==> src/rtl/nlf_pkg.sv <==
// Package: shared constants for the nested loop flag generator.
// Assumes exactly three loop levels; flag bit positions are fixed here.
package nlf_pkg;
    localparam int NLEV     = 3;
    localparam int FLG_W    = 4;
    localparam int FLG_X    = 0;
    localparam int FLG_Y    = 1;
    localparam int FLG_Z    = 2;
    localparam int FLG_LAST = 3;
    typedef logic [FLG_W-1:0] flags_t;
endpackage

==> src/rtl/nlf_loop_level.sv <==
// One loop counter level: counts 0..limit-1 on each step, wraps to zero.
// Assumes limit >= 1; at_last reports the final value for carry and flags.
module nlf_loop_level #(
    parameter int W = 4
) (
    input  logic         clk,
    input  logic         rst_n,
    input  logic         clear,
    input  logic         step,
    input  logic [W-1:0] limit,
    output logic [W-1:0] idx,
    output logic         at_last
);
    // Final value of this level for the captured limit.
    always_comb at_last = (idx == limit - W'(1));

    // Index register: cleared on start, stepped by the carry from inside.
    always_ff @(posedge clk) begin
        if (!rst_n)      idx <= '0;
        else if (clear)  idx <= '0;
        else if (step)   idx <= at_last ? '0 : idx + W'(1);
    end
endmodule

==> src/rtl/nlf_flag_encode.sv <==
// Builds the end-point field from each level's at_last and the active state.
// A level's flag needs all inner levels to be at their last value as well.
module nlf_flag_encode
    import nlf_pkg::*;
(
    input  logic           active,
    input  logic [NLEV-1:0] last,
    output flags_t          flags
);
    logic [NLEV-1:0] chain;

    // Ripple of "this level and every inner level finish here".
    generate
        for (genvar i = 0; i < NLEV; i++) begin : g_chain
            if (i == 0) begin : g_first
                always_comb chain[i] = active & last[i];
            end else begin : g_rest
                always_comb chain[i] = chain[i-1] & last[i];
            end
        end
    endgenerate

    // Field assembly: the final element is where the outermost chain completes.
    always_comb begin
        flags           = '0;
        flags[FLG_X]    = chain[0];
        flags[FLG_Y]    = chain[1];
        flags[FLG_Z]    = chain[2];
        flags[FLG_LAST] = chain[NLEV-1];
    end
endmodule

==> src/rtl/nest_loop_flags.sv <==
// Top: walks x (inner), y, z (outer) loops, one element per advance.
// Captures extents on start (0 treated as 1); returns idle after the last element.
module nest_loop_flags
    import nlf_pkg::*;
#(
    parameter int DIM_W = 4,
    localparam int LIN_W = NLEV * DIM_W
) (
    input  logic             clk,
    input  logic             rst_n,
    input  logic             start,
    input  logic             advance,
    input  logic [DIM_W-1:0] ext_x,
    input  logic [DIM_W-1:0] ext_y,
    input  logic [DIM_W-1:0] ext_z,
    output logic [DIM_W-1:0] idx_x,
    output logic [DIM_W-1:0] idx_y,
    output logic [DIM_W-1:0] idx_z,
    output logic [LIN_W-1:0] elem_idx,
    output logic             active,
    output logic [FLG_W-1:0] end_flags
);
    logic [DIM_W-1:0] ext_in [NLEV];
    logic [DIM_W-1:0] lim_q  [NLEV];
    logic [DIM_W-1:0] idx    [NLEV];
    logic [NLEV-1:0]  last;
    logic [NLEV:0]    carry;
    flags_t           flags;
    logic             final_elem;

    // Gather extent inputs into an array for the generate loop.
    always_comb begin
        ext_in[0] = ext_x;
        ext_in[1] = ext_y;
        ext_in[2] = ext_z;
    end

    // Carry chain: an accepted advance ripples outward through finishing levels.
    always_comb begin
        carry[0] = advance & active & ~start;
        for (int i = 0; i < NLEV; i++) carry[i+1] = carry[i] & last[i];
    end

    generate
        for (genvar i = 0; i < NLEV; i++) begin : g_lvl
            // Extent capture at start, with zero promoted to one.
            always_ff @(posedge clk) begin
                if (!rst_n)     lim_q[i] <= DIM_W'(1);
                else if (start) lim_q[i] <= (ext_in[i] == '0) ? DIM_W'(1) : ext_in[i];
            end

            nlf_loop_level #(.W(DIM_W)) u_lvl (
                .clk     (clk),
                .rst_n   (rst_n),
                .clear   (start),
                .step    (carry[i]),
                .limit   (lim_q[i]),
                .idx     (idx[i]),
                .at_last (last[i])
            );
        end
    endgenerate

    nlf_flag_encode u_flags (
        .active (active),
        .last   (last),
        .flags  (flags)
    );

    always_comb final_elem = flags[FLG_LAST];

    // Walk state: set by start, cleared by the advance off the final element.
    always_ff @(posedge clk) begin
        if (!rst_n)                      active <= 1'b0;
        else if (start)                  active <= 1'b1;
        else if (carry[0] && final_elem) active <= 1'b0;
    end

    // Linear element counter, kept alongside the indices.
    always_ff @(posedge clk) begin
        if (!rst_n)        elem_idx <= '0;
        else if (start)    elem_idx <= '0;
        else if (carry[0]) elem_idx <= final_elem ? '0 : elem_idx + LIN_W'(1);
    end

    // Output mapping.
    always_comb begin
        idx_x     = idx[0];
        idx_y     = idx[1];
        idx_z     = idx[2];
        end_flags = flags;
    end
endmodule

==> config.mk <==
export PLATFORM = sky130hd
export DESIGN_NAME = nest_loop_flags
export DESIGN_NICKNAME = d
export VERILOG_FILES = /design/src/rtl/nlf_pkg.sv /design/src/rtl/nlf_loop_level.sv /design/src/rtl/nlf_flag_encode.sv /design/src/rtl/nest_loop_flags.sv
export SDC_FILE = /design/constraint.sdc
export NUM_CORES = 1
export LEC_CHECK = 0
export BUFFER_PORTS_ARGS = -buffer_cell sky130_fd_sc_hd__buf_2
export CAP_MARGIN = 20
export CORE_MARGIN = 3
export CORE_UTILIZATION = 53
export DETAILED_ROUTE_END_ITERATION = 8
export PLACE_DENSITY = 0.85
export SLEW_MARGIN = 15
export SYNTH_ARGS = -nofsm -noshare
export SYNTH_HDL_FRONTEND = slang
export SYNTH_SLANG_ARGS = --single-unit
export TNS_END_PERCENT = 10
==> constraint.sdc <==
create_clock -name clk -period 2.66 [get_ports clk]
set_clock_uncertainty 0.1 [all_clocks]
set_input_delay 0.266 -clock clk [delete_from_list [all_inputs] [get_ports clk]]
set_output_delay 0.266 -clock clk [all_outputs]
set_load 0.03 [all_outputs]
After elaboration in Yosys (flattened, before gate mapping):

Memories as Yosys holds them, arrays and structs flattened.
Index checks and enable logic that the tools add are counted.

* add/sub/neg operators: 7
* equal/unequal tests: 3
* multiplexer cells: 16
* bitwise gates (word level): 12
* reductions and logical operators: 6

Operators with widths (number)
* $mux 4: 9
* $add 12x1->12 const B: 1
* $add 4x1->4 const B: 3
* $eq 4x4->1: 3
* $logic_not 4->1: 3
* $mux 12: 1
* $sub 4x1->4 const B: 3
* $and 1x1->1: 7
* $mux 1: 6
* $or 1x1->1: 3
* $not 1->1: 2
* $reduce_bool 2->1: 1
* $reduce_or 2->1: 1
* $logic_and 1x1->1: 1

* register bits: 25
* memory bits (writable): 12
* memories kept: 1

Memories
* lim_q: depth 3, width 4, rd ports 3, clocked after memory_dff 0, write ports 3, line nest_loop_flags.sv:24 `logic [DIM_W-1:0] lim_q [NLEV];`

Logic depth before layout (Yosys ltp):

* depth in word-level cells: 8
* depth in mapped cells: 8

Hierarchy:

Synthesis repeated with hierarchy kept, for this count alone.

* cells, all modules: 202
* area, all modules: 1993.2 um2

By module, submodules not included
* nest_loop_flags: times used 1, cells an instance 105, area an instance 1124.8 um2, seq. area each 620.6 um2
* nlf_loop_level: times used 3, cells an instance 31, area an instance 279.0 um2, seq. area each 80.1 um2
* nlf_flag_encode: times used 1, cells an instance 4, area an instance 31.3 um2, seq. area each 0.0 um2

Worst setup path after synthesis:

No wires, ideal clock.

* kind: flip-flop to output port
* start point: register g_lvl[2].u_lvl.idx[2]
* end point: output end_flags[3]
* data arrival time: 2368 ps
* setup slack: -74 ps
* cell stages (with the launch flop): 6
* buffers on the path: 1
* path through: dfxtp_1 xor3_1 nor3_1 nand2_1 nor3_1 buf_4

* cells in the longest elaborated chain, start to end: 2

RTL lines
* from (decl): line nlf_loop_level.sv:11 `output logic [W-1:0] idx,`
* from (signal assigned): line nlf_loop_level.sv:21 `else if (step) idx <= at_last ? '0 : idx + W'(1);`
* $eq 4x4->1: line nlf_loop_level.sv:15 `always_comb at_last = (idx == limit - W'(1));`
* $and 1x1->1: line nlf_flag_encode.sv:18 `always_comb chain[i] = chain[i-1] & last[i];`
* to (decl): line nest_loop_flags.sv:21 `output logic [FLG_W-1:0] end_flags`

Every way passes these cells.

==> results.toml <==
[synth]
async_reset_ff_frac = 0
synth_seq_cells = 37
syn_nets = 219
synth.distinct_cells = 39
post-synth-top-count-cell = "dfxtp_1"
synth.largest_area_cell = "dfxtp_1"
ys.flop_type = "dfxtp_1"
synthesis.area_sq_um = 1970
synth-seq-area-share = 0.437
netlist_top_cells_area = "dfxtp_1 (25%), edfxtp_1 (18%), xor2_1 (8.0%), ha_1 (4.4%), xnor2_1 (3.6%)"
yosys_warnings = 0
synth_cells = 196
synth_edf_count = 12
synth_common_cells = "dfxtp_1 (25), xor2_1 (18), nand2_1 (16), edfxtp_1 (12), nand3_1 (12)"
synth_top_area_share = 0.254
avgSynthCellArea_sq_um = 10.1

[clock_tree]
post_cts_buffers = 0
h-tree-depth = 2
hold_buffers = 0
clock_latency_ns = 0.29
cts_buffer_depth = 2
cts-root-buf = "clkbuf_8"
numCtsBuffers = 5
clkTransAtPathRegs_ns = 0.07
cts_tree = "yes"
cts.repair.resized = 0
clkSinkCount = 37

[layout]
synthToLayoutAreaGrowth_pct = 17.5
fin_nets = 264
instances_no_fill = 288
final_area_sq_um = 2320
diodes = 0
fillCellCount = 294
layout-drive-gt1-share = 0.310

[route]
drt-total-wl_um = 3580
wl_met1_um = 1540
top_layer_used = "met4"
first_iter_violations = 36
ant_nets = 0
drc_errors = 0
dr_wl_met3_um = 250
via_per_inst = 5.28
post_drt_wl_per_cell_um = 12.4
num_vias = 1521
wl_met2_um = 1700
dr.pass1.iters = 4

[global_routing]
track_usage = 0.187
grt_start_max_net_pins = 18
grt_pass1_wl_um = 6240
antenna_found_initial = 0
grt.overflow.total = 0
first_global_vias = 1428

[worst_setup_path]
crit_path_max_fanout = 17
critPathArrivalTime_ns = 2.13
end_kind = "output port"
reg2reg_depth = 7
critical_path_class = "reg2out"
crit_required_ns = 2.29
start_kind = "flop"

[place]
post-dp-hpwl_um = 2700
dpl_cell_area_sq_um = 2210
gp_congestion = 0.799
dp_cells = 280
port_buffers = 44

[sta]
finalSetupViolations = 0
min_period_over_period = 0.938
rsz0062_at_grt = "false"
max_slew_margin = 0.598
worst_pin_slew_ns = 0.603
finalMaxSlewViolations = 0
hold_violations = 0
fin_hold_ws_ns = 0.131
setup_tns_ns = 0
fin_crit_ns = 2.50
max_clock_freq_ghz = 0.401

[floorplanning]
rows = 21
floorplan.initialDensity = 0.568
io_pins = 45
core_area_sq_um = 3470
die_x_um = 67.0
die_y_um = 67.0
die_area_sq_um = 4490

[power_and_ir_drop]
power_density_nw_per_um2 = 510
leakage_nw = 1.00
vdd_ir_drop_max_mv = 0.356

[job]
drv_cap = 0

[status]
status = "complete, no violations"

[min_path]
hp-class = "in2reg"
min_path_cells = 2
-- final timing paths --
| kind | slack (ns) | end | start |
|---|---|---|---|
| hold reg to reg | 0.40 | elem_idx[1]$_SDFFE_PP0P_ | elem_idx[1]$_SDFFE_PP0P_ |
| setup / recovery | 0.16 | end_flags[2] | lim_q[1][0]$_SDFFCE_PP1P_ |
| hold / removal | 0.13 | lim_q[0][0]$_SDFFCE_PP1P_ | ext_x[0] |
| setup reg to reg | 0.43 | g_lvl[2].u_lvl.idx[3]$_SDFFE_PP0P_ | lim_q[1][0]$_SDFFCE_PP1P_ |
-- critical path, stage by stage (launching register included) --
cell and delay (ns):
edfxtp_1 0.39, inv_1 0.06, ha_1 0.20, xor2_1 0.17, xnor2_1 0.25, nand4_4 0.27, nor3_2 0.27, buf_2 0.25
-- final cells by class --
class                           instances  area [sq um]  share of cell area
Tap cell                               46          57.6              0.0249
Timing Repair Buffer                   45           228              0.0983
Multi-Input combinational cell        142          1030               0.445
Sequential cell                        37           861               0.372
Inverter                               10          37.5              0.0162
Clock inverter                          1          5.00             0.00216
Clock buffer                            7          96.3              0.0416
-- flip-flops by register name, indices dropped and copies added (netlist names) --
signal and cells:
elem_idx 12, lim_q 12, g_lvl.u_lvl.idx 12, active 1
-- metrics by stage --
stage          worst slack [ns]  power, mW  utilization
3_5_place_dp              0.419      0.766        0.639
3_3_place_gp              0.502      0.760        0.639
6_report                  0.165       1.18        0.668
2_1_floorplan             0.238      0.735            -
4_1_cts                   0.151       1.20        0.668
5_1_grt                  0.0362       1.24        0.668
-- routing by layer --
layer,track usage,vias up
met5,0,-
met4,0.0835,0
met3,0.0641,9
met2,0.297,51
met1,0.226,693
li1,-,768
-- report_power, final --
part	switching (mW)	leakage [nW]	internal [mW]	total, mW
combinational	0.0812	0.622	0.0579	0.139
clock	0.196	0.0542	0.234	0.430
sequential	0.0113	0.326	0.601	0.612
-- cell usage in the layout, fill, tap and decap left out, drive strengths merged --
master	count
a21oi	9
clkbuf	7
edfxtp	12
xor3	1
buf	45
or4	2
and2	2
or3	4
xnor3	1
and3b	1
o31ai	3
inv	10
nor3	9
xor2	18
nand3b	3
nor2	18
ha	7
and3	11
and4	1
clkinv	1
or4b	1
o21ai	3
a31oi	2
nor2b	1
xnor2	10
nand4	5
nand4b	1
nand2	16
nand3	13
dfxtp	25
-- cells by family after synthesis --
| family | count (synthesis) | synth area share |
|---|---|---|
| fa+ha+maj | 7 | 0.0444 |
| buf+inv | 17 | 0.0425 |
| simple gates | 88 | 0.265 |
| compound gates | 17 | 0.0552 |
| xor+xnor | 30 | 0.156 |
| flops | 37 | 0.437 |
Note: power is estimated with default switching activity, not from simulation.
